`src/rtl/lrs_pkg.sv`:
```
package lrs_pkg;
  typedef enum logic [1:0] {
    ST_IDLE  = 2'd0,
    ST_RUN   = 2'd1,
    ST_STORE = 2'd2
  } lrs_state_e;
endpackage

```
`src/rtl/lrs_vec_store.sv`:
```
module lrs_vec_store #(
  parameter int K = 3,
  parameter int W = 16
) (
  input  logic             clk,
  input  logic             rst,
  input  logic             wr_en,
  input  logic [K-1:0]     wr_idx,
  input  logic [W-1:0]     wr_data,
  input  logic             ld_all,
  input  logic [(1<<K)*W-1:0] ld_vec,
  output logic [(1<<K)*W-1:0] vec_o
);
  localparam int N = 1 << K;

  for (genvar g = 0; g < N; g++) begin : g_slot
    logic [W-1:0] slot_q;
    always_ff @(posedge clk) begin
      if (rst) begin
        slot_q <= '0;
      end else if (ld_all) begin
        slot_q <= ld_vec[g*W +: W];
      end else if (wr_en && (wr_idx == K'(g))) begin
        slot_q <= wr_data;
      end
    end
    assign vec_o[g*W +: W] = slot_q;
  end
endmodule

```
`src/rtl/lrs_lane.sv`:
```
module lrs_lane #(
  parameter int W = 16
) (
  input  logic [W-1:0] lo_i,
  input  logic [W-1:0] hi_i,
  output logic [W-1:0] sum_o
);
  assign sum_o = lo_i + hi_i;
endmodule

```
`src/rtl/lrs_ctrl.sv`:
```
module lrs_ctrl
  import lrs_pkg::*;
#(
  parameter int K     = 3,
  parameter int LANES = 4
) (
  input  logic             clk,
  input  logic             rst,
  input  logic             start,
  output logic             load_o,
  output logic             round_en_o,
  output logic             store_o,
  output logic [LANES-1:0] lane_act_o
);
  localparam int N  = 2 * LANES;
  localparam int RW = $clog2(K + 1);

  lrs_state_e    state_q;
  logic [RW-1:0] round_q;

  assign load_o     = (state_q == ST_IDLE) && start;
  assign round_en_o = (state_q == ST_RUN);
  assign store_o    = (state_q == ST_STORE);

  always_comb begin
    for (int j = 0; j < LANES; j++) begin
      lane_act_o[j] = (state_q == ST_RUN) && ((N >> round_q) > j);
    end
  end

  always_ff @(posedge clk) begin
    if (rst) begin
      state_q <= ST_IDLE;
      round_q <= '0;
    end else begin
      case (state_q)
        ST_IDLE: begin
          if (start) begin
            state_q <= ST_RUN;
            round_q <= RW'(1);
          end
        end
        ST_RUN: begin
          if (round_q == RW'(K)) begin
            state_q <= ST_STORE;
          end else begin
            round_q <= round_q + RW'(1);
          end
        end
        ST_STORE: begin
          state_q <= ST_IDLE;
          round_q <= '0;
        end
        default: state_q <= ST_IDLE;
      endcase
    end
  end
endmodule

```
`src/rtl/log_reduce_summer.sv`:
```
module log_reduce_summer #(
  parameter int LOG2_LEN = 3,
  parameter int WIDTH    = 16
) (
  input  logic                             clk,
  input  logic                             rst,
  input  logic                             start,
  input  logic                             wr_en,
  input  logic [LOG2_LEN-1:0]              wr_idx,
  input  logic [WIDTH-1:0]                 wr_data,
  input  logic                             ld_all,
  input  logic [(1<<LOG2_LEN)*WIDTH-1:0]   ld_vec,
  output logic [WIDTH-1:0]                 sum_o,
  output logic                             done_o
);
  localparam int N     = 1 << LOG2_LEN;
  localparam int LANES = N / 2;

  logic [N*WIDTH-1:0] staged;
  logic               load_b, round_en, store_en;
  logic [LANES-1:0]   lane_act;
  logic [WIDTH-1:0]   b_q [N];
  logic [WIDTH-1:0]   lane_sum [LANES];
  logic [WIDTH-1:0]   sum_q;
  logic               done_q;

  lrs_vec_store #(.K(LOG2_LEN), .W(WIDTH)) u_store (
    .clk(clk), .rst(rst), .wr_en(wr_en), .wr_idx(wr_idx), .wr_data(wr_data),
    .ld_all(ld_all), .ld_vec(ld_vec), .vec_o(staged)
  );

  lrs_ctrl #(.K(LOG2_LEN), .LANES(LANES)) u_ctrl (
    .clk(clk), .rst(rst), .start(start), .load_o(load_b),
    .round_en_o(round_en), .store_o(store_en), .lane_act_o(lane_act)
  );

  for (genvar g = 0; g < N; g++) begin : g_entry
    if (g < LANES) begin : g_lane
      lrs_lane #(.W(WIDTH)) u_lane (
        .lo_i(b_q[2*g]), .hi_i(b_q[2*g+1]), .sum_o(lane_sum[g])
      );
      always_ff @(posedge clk) begin
        if (rst) begin
          b_q[g] <= '0;
        end else if (load_b) begin
          b_q[g] <= staged[g*WIDTH +: WIDTH];
        end else if (round_en && lane_act[g]) begin
          b_q[g] <= lane_sum[g];
        end
      end
    end else begin : g_hold
      always_ff @(posedge clk) begin
        if (rst) begin
          b_q[g] <= '0;
        end else if (load_b) begin
          b_q[g] <= staged[g*WIDTH +: WIDTH];
        end
      end
    end
  end

  always_ff @(posedge clk) begin
    if (rst) begin
      sum_q  <= '0;
      done_q <= 1'b0;
    end else begin
      done_q <= store_en;
      if (store_en) begin
        sum_q <= b_q[0];
      end
    end
  end

  assign sum_o  = sum_q;
  assign done_o = done_q;
endmodule

```
`config.mk`:
```
export PLATFORM = sky130hd
export DESIGN_NAME = log_reduce_summer
export DESIGN_NICKNAME = d
export VERILOG_FILES = /design/src/rtl/lrs_pkg.sv /design/src/rtl/lrs_vec_store.sv /design/src/rtl/lrs_lane.sv /design/src/rtl/lrs_ctrl.sv /design/src/rtl/log_reduce_summer.sv
export SDC_FILE = /design/constraint.sdc
export NUM_CORES = 1
export LEC_CHECK = 0
export BUFFER_PORTS_ARGS = -buffer_cell sky130_fd_sc_hd__buf_2
export CAP_MARGIN = 30
export CORE_MARGIN = 4
export CORE_UTILIZATION = 53
export DETAILED_ROUTE_END_ITERATION = 7
export PLACE_DENSITY_LB_ADDON = 0.05
export SETUP_SLACK_MARGIN = 0.2
export SLEW_MARGIN = 20
export SYNTH_ARGS = -nofsm -noshare
export SYNTH_HDL_FRONTEND = slang
export SYNTH_SLANG_ARGS = --single-unit
```
`constraint.sdc`:
```
create_clock -name clk -period 2.7 [get_ports clk]
set_input_delay 0.405 -clock clk [delete_from_list [all_inputs] [get_ports clk]]
set_output_delay 0.405 -clock clk [all_outputs]
set_load 0.01 [all_outputs]
```
Word-level counts from Yosys, hierarchy flattened. Memories as Yosys holds them, arrays and structs flattened. Index checks and enable logic that the tools add are counted.

Register bits: 149. Bits in writable memories: 128. Bits of input ports: 152. Word-level logic and storage cells: 132. Memories kept: 1.

Memories: b_q (depth 8, bits a word 16, rd ports 8, clocked after memory_dff 0, write ports 8, line log_reduce_summer.sv:22) `logic [WIDTH-1:0] b_q [N];`.

Add/sub/neg operators: 5. Magnitude comparators: 4. Equality and inequality tests: 13. Shifts and indexed selects: 1. Multiplexer cells: 54. Bitwise gates (word level): 12. Reduce and logical (&&, ||, !) cells: 30.

Operators by type and width (number): 2-to-1 mux 16 bit (28); adder 16 bit (4); greater-than comparator 32 x 3 -> 1 bit, second input constant (2); greater-than comparator 32 x 1 -> 1 bit, second input constant (1); greater-than comparator 32 x 2 -> 1 bit, second input constant (1); >> shifter 4 x 2 -> 32 bit, first input constant (1); 2-to-1 mux 1 bit (21); logical AND 1 bit (17); nonzero test 2 bit (8); == test 3 bit, second input constant (4); bitwise OR 1 bit (12); == test 3 x 2 -> 1 bit, second input constant (2); 2-to-1 mux 2 bit (3); one-hot mux 2 bit (3 select lines) (1); == test 2 bit, second input constant (2); inequality test 2 bit, second input constant (2); one-hot mux 2 bit (2 select lines) (1); == test 3 x 1 -> 1 bit, second input constant (1); logical NOT 3 bit (1); AND reduction 3 bit (1); nonzero test 3 bit (1); adder 2 x 1 -> 2 bit, second input constant (1); == test 2 x 1 -> 1 bit, second input constant (1); logical NOT 2 bit (1); other kinds (2) (2).

Longest topological paths before layout.
Depth after elaboration: 9. Depth in mapped cells: 9. Depth with buffers taken out: 9.

Cells and area by module. From an unflattened synthesis, not the netlist that was laid out.

Cells, all modules: 1700. Area total of the unflattened synthesis: 16051.6 um2.

Modules (own cells, without submodules): log_reduce_summer (instances 1, cells each 493, area an instance 6323.6 um2); lrs_vec_store (instances 1, cells each 745, area an instance 6147.1 um2); lrs_lane (g_entry[2].g_lane.u_lane ...) (instances 2, cells each 98, area an instance 724.4 um2); lrs_lane (g_entry[0].g_lane.u_lane) (instances 1, cells each 118, area an instance 902.1 um2); lrs_lane (g_entry[1].g_lane.u_lane) (instances 1, cells each 107, area an instance 853.3 um2); lrs_ctrl (instances 1, cells each 41, area an instance 376.6 um2).

Least setup slack after synthesis. No wires, ideal clock.

Path type: reg2reg. Start: register u_ctrl.state_q[0]. End: memory b_q[2][5], in the netlist b_q[0][37] (data pin). Library setup time: 256 ps. Arrival: 2641 ps. Data required time: 2444 ps. Path slack: -197 ps. Cell stages (with the launch flop): 8. Cell sequence: dfxtp_1 > inv_1 > ha_1 > a21oi_1 > inv_1 > nor3_2 > buf_2 > a22o_1.

RTL lines: start, declared (line lrs_ctrl.sv:18) `lrs_state_e state_q;`; start signal, assigned (line lrs_ctrl.sv:33) `state_q <= ST_IDLE;`; start signal, assigned (line lrs_ctrl.sv:39) `state_q <= ST_RUN;`; start signal, assigned (line lrs_ctrl.sv:45) `state_q <= ST_STORE;`; end, declared (line log_reduce_summer.sv:22).

==> summary by stage <==
Worst setup path
The delay contributed by the slowest stage of the critical path is around 0.40 ns. The origin of the critical flop-to-flop path is b_q[0][0]. The maximum net fanout on the critical path is 3.

The start point of the critical path is b_q[0][0]. Following the worst setup path forward leads to its endpoint at b_q[0][14]. The worst path required time is 3.02 ns. The signal arrival time at the worst endpoint is between 2 and 3 ns. The length in cells of the worst reg-to-reg path is 9.

The terminus of the critical flop-to-flop path is b_q[0][14]. The endpoint type of the worst setup path is a flop. The setup slack on the worst flop-to-flop path is 0.14 ns. The worst setup path is launched from a flop. Walking the worst path, the cells encountered are ha_2 -> fa_2 -> a21o_1 -> a21o_4 -> a211oi_4 -> nor2_2 -> a221o_1 -> xor2_1 -> a22o_1. The slowest stage of the critical path belongs to the cell edfxtp_1. The critical path is of the reg -> reg type.

Synth
The synthesized area per cell is slightly below 10 sq um. The share of synthesized area in the top cell type comes to around a quarter. In the synthesized netlist the dominant register cell turns out to be dfxtp_1. Summing the sequential cell areas from Yosys gives a little under half of the chip area. The simple-gate portion of the synthesized area is 13.9%. Yosys printed 0 warnings. Synthesis produced 1458 cells. Summing the areas of all fa, ha and maj instances in the mapped netlist gives 6.74% of the synthesized area.

After synthesis, the most frequently instantiated cells are 297 x nor2_1, 177 x a21oi_1, 149 x dfxtp_1, 144 x mux2i_1, 128 x edfxtp_1. The synthesized netlist devotes 15.4% of its cell area to compound gates. Counting flops and latches in the post-synthesis netlist gives roughly 280.

Summing the areas of all xor and xnor instances in the mapped netlist gives under 10% of the synthesized area. Counting distinct cell types in the post-synthesis netlist gives 63. The cell area that synthesis handed to floorplanning was ~14000 sq um. Yosys attributes the largest share of cell area to edfxtp_1 27%, dfxtp_1 21%, mux2i_1 10%, nor2_1 7.8%, ha_1 6.2%.

After synthesis, the share of flip-flops with an asynchronous set or reset is 0%. The cell taking the most area after synthesis is edfxtp_1. The number of nets handed over by synthesis was between 1500 and 2000. The count of flip-flops with a built-in enable after synthesis is approximately 130. The most instantiated library cell after synthesis is nor2_1. The portion of synthesized area spent on multiplexers is 10.0%. After synthesis, the largest family of logic cells by area is compound AO/OA/AOI/OAI gates.

Cells and area
The filler cell count is around 2200. The proportion of layout cells with a drive suffix above 1 is a little under a fifth. The layout overhead on the synthesized area is 16.9%. The number of inserted diodes is 0. The number of nets in the final layout is about 1800. The count of cells in the finished layout, fillers not included, comes to between 1500 and 2000. The final cell area excluding filler cells is about 17000 sq um.

STA
The final hold violation count came to 0. The slew at the pin with the worst max-slew slack is between 0.8 and 0.9 ns. The setup skew after layout is between 0.02 and 0.025 ns. After layout, the minimum clock period comes to approximately 2.6 ns. Dividing the final minimum period by the clock period gives a little over nine tenths.

The count of pins over their slew limit is 0. Setup total negative slack on the finished layout was measured at 0 ns. The final number of setup-violating endpoints is 0.

Measured against its own limit, the worst slew margin works out to between 40% and 50%. The highest clock frequency the design can meet is 390 MHz. Setup repair after global routing could not meet its margin everywhere. The worst hold margin is 0.0583 ns.

Placed design
Input and output buffers added on the ports amount to roughly 170. Including well taps, the total number of placed cells is between 1500 and 2000. Routability-driven placement finished with a final weighted congestion of between 0.8 and 0.9.

Summed over all nets, the half-perimeter wirelength after detailed placement is 26600 um. The placed standard-cell area is between 15000 and 20000 sq um.

Detailed routing
The detailed-route DRC error count is 0. The initial detailed-routing violation count is 900. In this run the remaining antenna-violating nets after routing total 0.

The routed via count is between 10000 and 15000. The final layout contains routed wiring with a total length of between 30000 and 40000 um. The average via count per standard cell is about 5.6.

The first TritonRoute pass finished after 5 iterations. Dividing the detail-routed wire length by the instance count gives ~20 um.

Clock tree
Clock-pin slew was measured on the worst setup and hold paths at around 0.060 ns. The later pin in the worst-skew pair is clocked with a latency of approximately 0.57 ns. The depth of the CTS H-tree is 1. Counting along the longest clock path gives a buffer depth of 3.

The cell at the root of the clock tree is clkbuf_16. The number of buffers created by CTS is 31. The CTS tree is yes. The clock sink total is 277.

Run
The tool flagged a number of max-cap violations equal to 0.

Outcome
The flow ran to the end, and the final reports show no timing, DRC or antenna violations.

Die
The floorplan step defined a die boundary enclosing 29800 sq um. The count of standard-cell rows is 60. The core region is approximately 27000 sq um. The die outline width is 173 um. The count of boundary I/O pins is about 170. The effective utilization at floorplan is 53.6%. In this run the vertical extent of the chip is about 170 um.

Worst hold path
The class of the tightest hold or removal check is in -> reg.

Pwr
IR analysis of the VDD net gives a maximum drop of 0.514 mV. Power spread over the standard cell area amounts to 664 nW/um^2. For this design the static power due to leakage is around 7.4 nW.

GRT
The first global-routing pass estimated roughly 59000 um of wire. The number of antenna violations at the first check in global routing was 0. The remaining global-route overflow is 0. The via count of the first global-routing pass is ~10000.

For this run, the total global-route usage over all layers was measured as between 20% and 30%. Entering global routing, the biggest net connects 109 pins.
-- flip-flops by register name, summed over array words and instances (netlist names) --
name	count
b_q	128
u_store.g_slot.slot_q	128
sum_o	16
u_ctrl.round_q	2
u_ctrl.state_q	2
done_o	1
-- per-stage QoR --
step	util, %	setup slack [ns]	power, mW
after detailed placement	58.2	0.0576	6.99
after CTS	62.2	0.108	11.2
after global placement	58.2	0.0861	6.97
after global routing	62.7	0.0675	11.6
final	62.7	0.136	11.2
after floorplan	-	0.187	6.35
-- power breakdown --
part           total [mW]  internal (mW)  switching [mW]
Sequential           4.99           4.78           0.212
Clock                4.17           2.47            1.70
Combinational        1.99          0.823            1.17
Total                11.2           8.07            3.08
-- metal layers --
metal,up-vias,GRT usage [%],share of wire [%]
met5,-,0,0
met3,71,3.41,5.9
met4,0,8.15,3.6
met1,5195,35.1,45
met2,337,39.8,45
li1,5492,-,-
-- worst max-delay path: cells and delay by family (launching register included) --
family	cells	cell delay, ns
AOI/OAI and AO/OA	5	1.13
xor gates and xnor gates	1	0.15
adders and majority gates	2	0.58
DFF	1	0.40
and+or+nand+nor	1	0.08
-- repair_timing --
item	4_1_cts	5_1_grt
hold buffers	0	0
pin swaps	7	18
resized for setup	5	21
setup endpoints to repair	7	17
buffers inserted	4	6
-- layout make-up --
| type | count | area [sq um] | area share, % |
|---|---|---|---|
| Multi-Input combinational cell | 1069 | 7270 | 43.3 |
| Sequential cell | 277 | 6830 | 40.6 |
| Timing Repair Buffer | 207 | 1200 | 7.17 |
| Clock buffer | 39 | 836 | 4.97 |
| Tap cell | 341 | 427 | 2.54 |
| Clock inverter | 19 | 179 | 1.06 |
| Inverter | 14 | 56.3 | 0.335 |
-- placed cells by master, fill, tap and decap left out, types with 5 or more instances in the layout --
master     count
a22o_1        59
buf_2        166
xor2_1        20
nor2_1       296
a21oi_2        7
a211oi_1       7
dfxtp_1      147
inv_1         11
nor2b_1        5
o21a_1         7
and2_1        67
o21ai_1        9
nand2_1       32
nand4_1        6
a21o_1        16
o21ai_0       26
clkbuf_1       5
o21bai_1       6
nand3_1       13
buf_4         35
buf_12         5
clkinv_1      10
xnor2_1       34
clkbuf_16     31
a21oi_1      170
mux2i_1      144
nand2b_1       7
ha_1          65
edfxtp_1     128
-- logic make-up after synthesis --
kind of cell / count (synthesis)
multiplexers: 144
adder cells (fa/ha/maj): 75
AND/OR/NAND/NOR: 450
XOR/XNOR: 54
buffers and inverters: 112
flip-flops: 277
AO/OA/AOI/OAI: 346
-- worst min-delay path by stage --
| stage | slack [ns] | endpoint | startpoint | depth (start not counted) |
|---|---|---|---|---|
| finish | 0.06 | u_store.g_slot[4].slot_q[0] | ld_vec[64] | 3 |
| global route | 0.05 | u_store.g_slot[5].slot_q[0] | ld_vec[80] | 3 |
| CTS | 0.03 | u_store.g_slot[4].slot_q[11] | ld_vec[75] | 3 |
| detailed placement | 0.48 | sum_o[11] | sum_o[11] | 2 |
| global placement | 0.47 | sum_o[10] | sum_o[10] | 2 |
| floorplan | 0.46 | u_ctrl.state_q[0] | u_ctrl.state_q[0] | 2 |
Note: power is estimated with default switching activity, not from simulation.
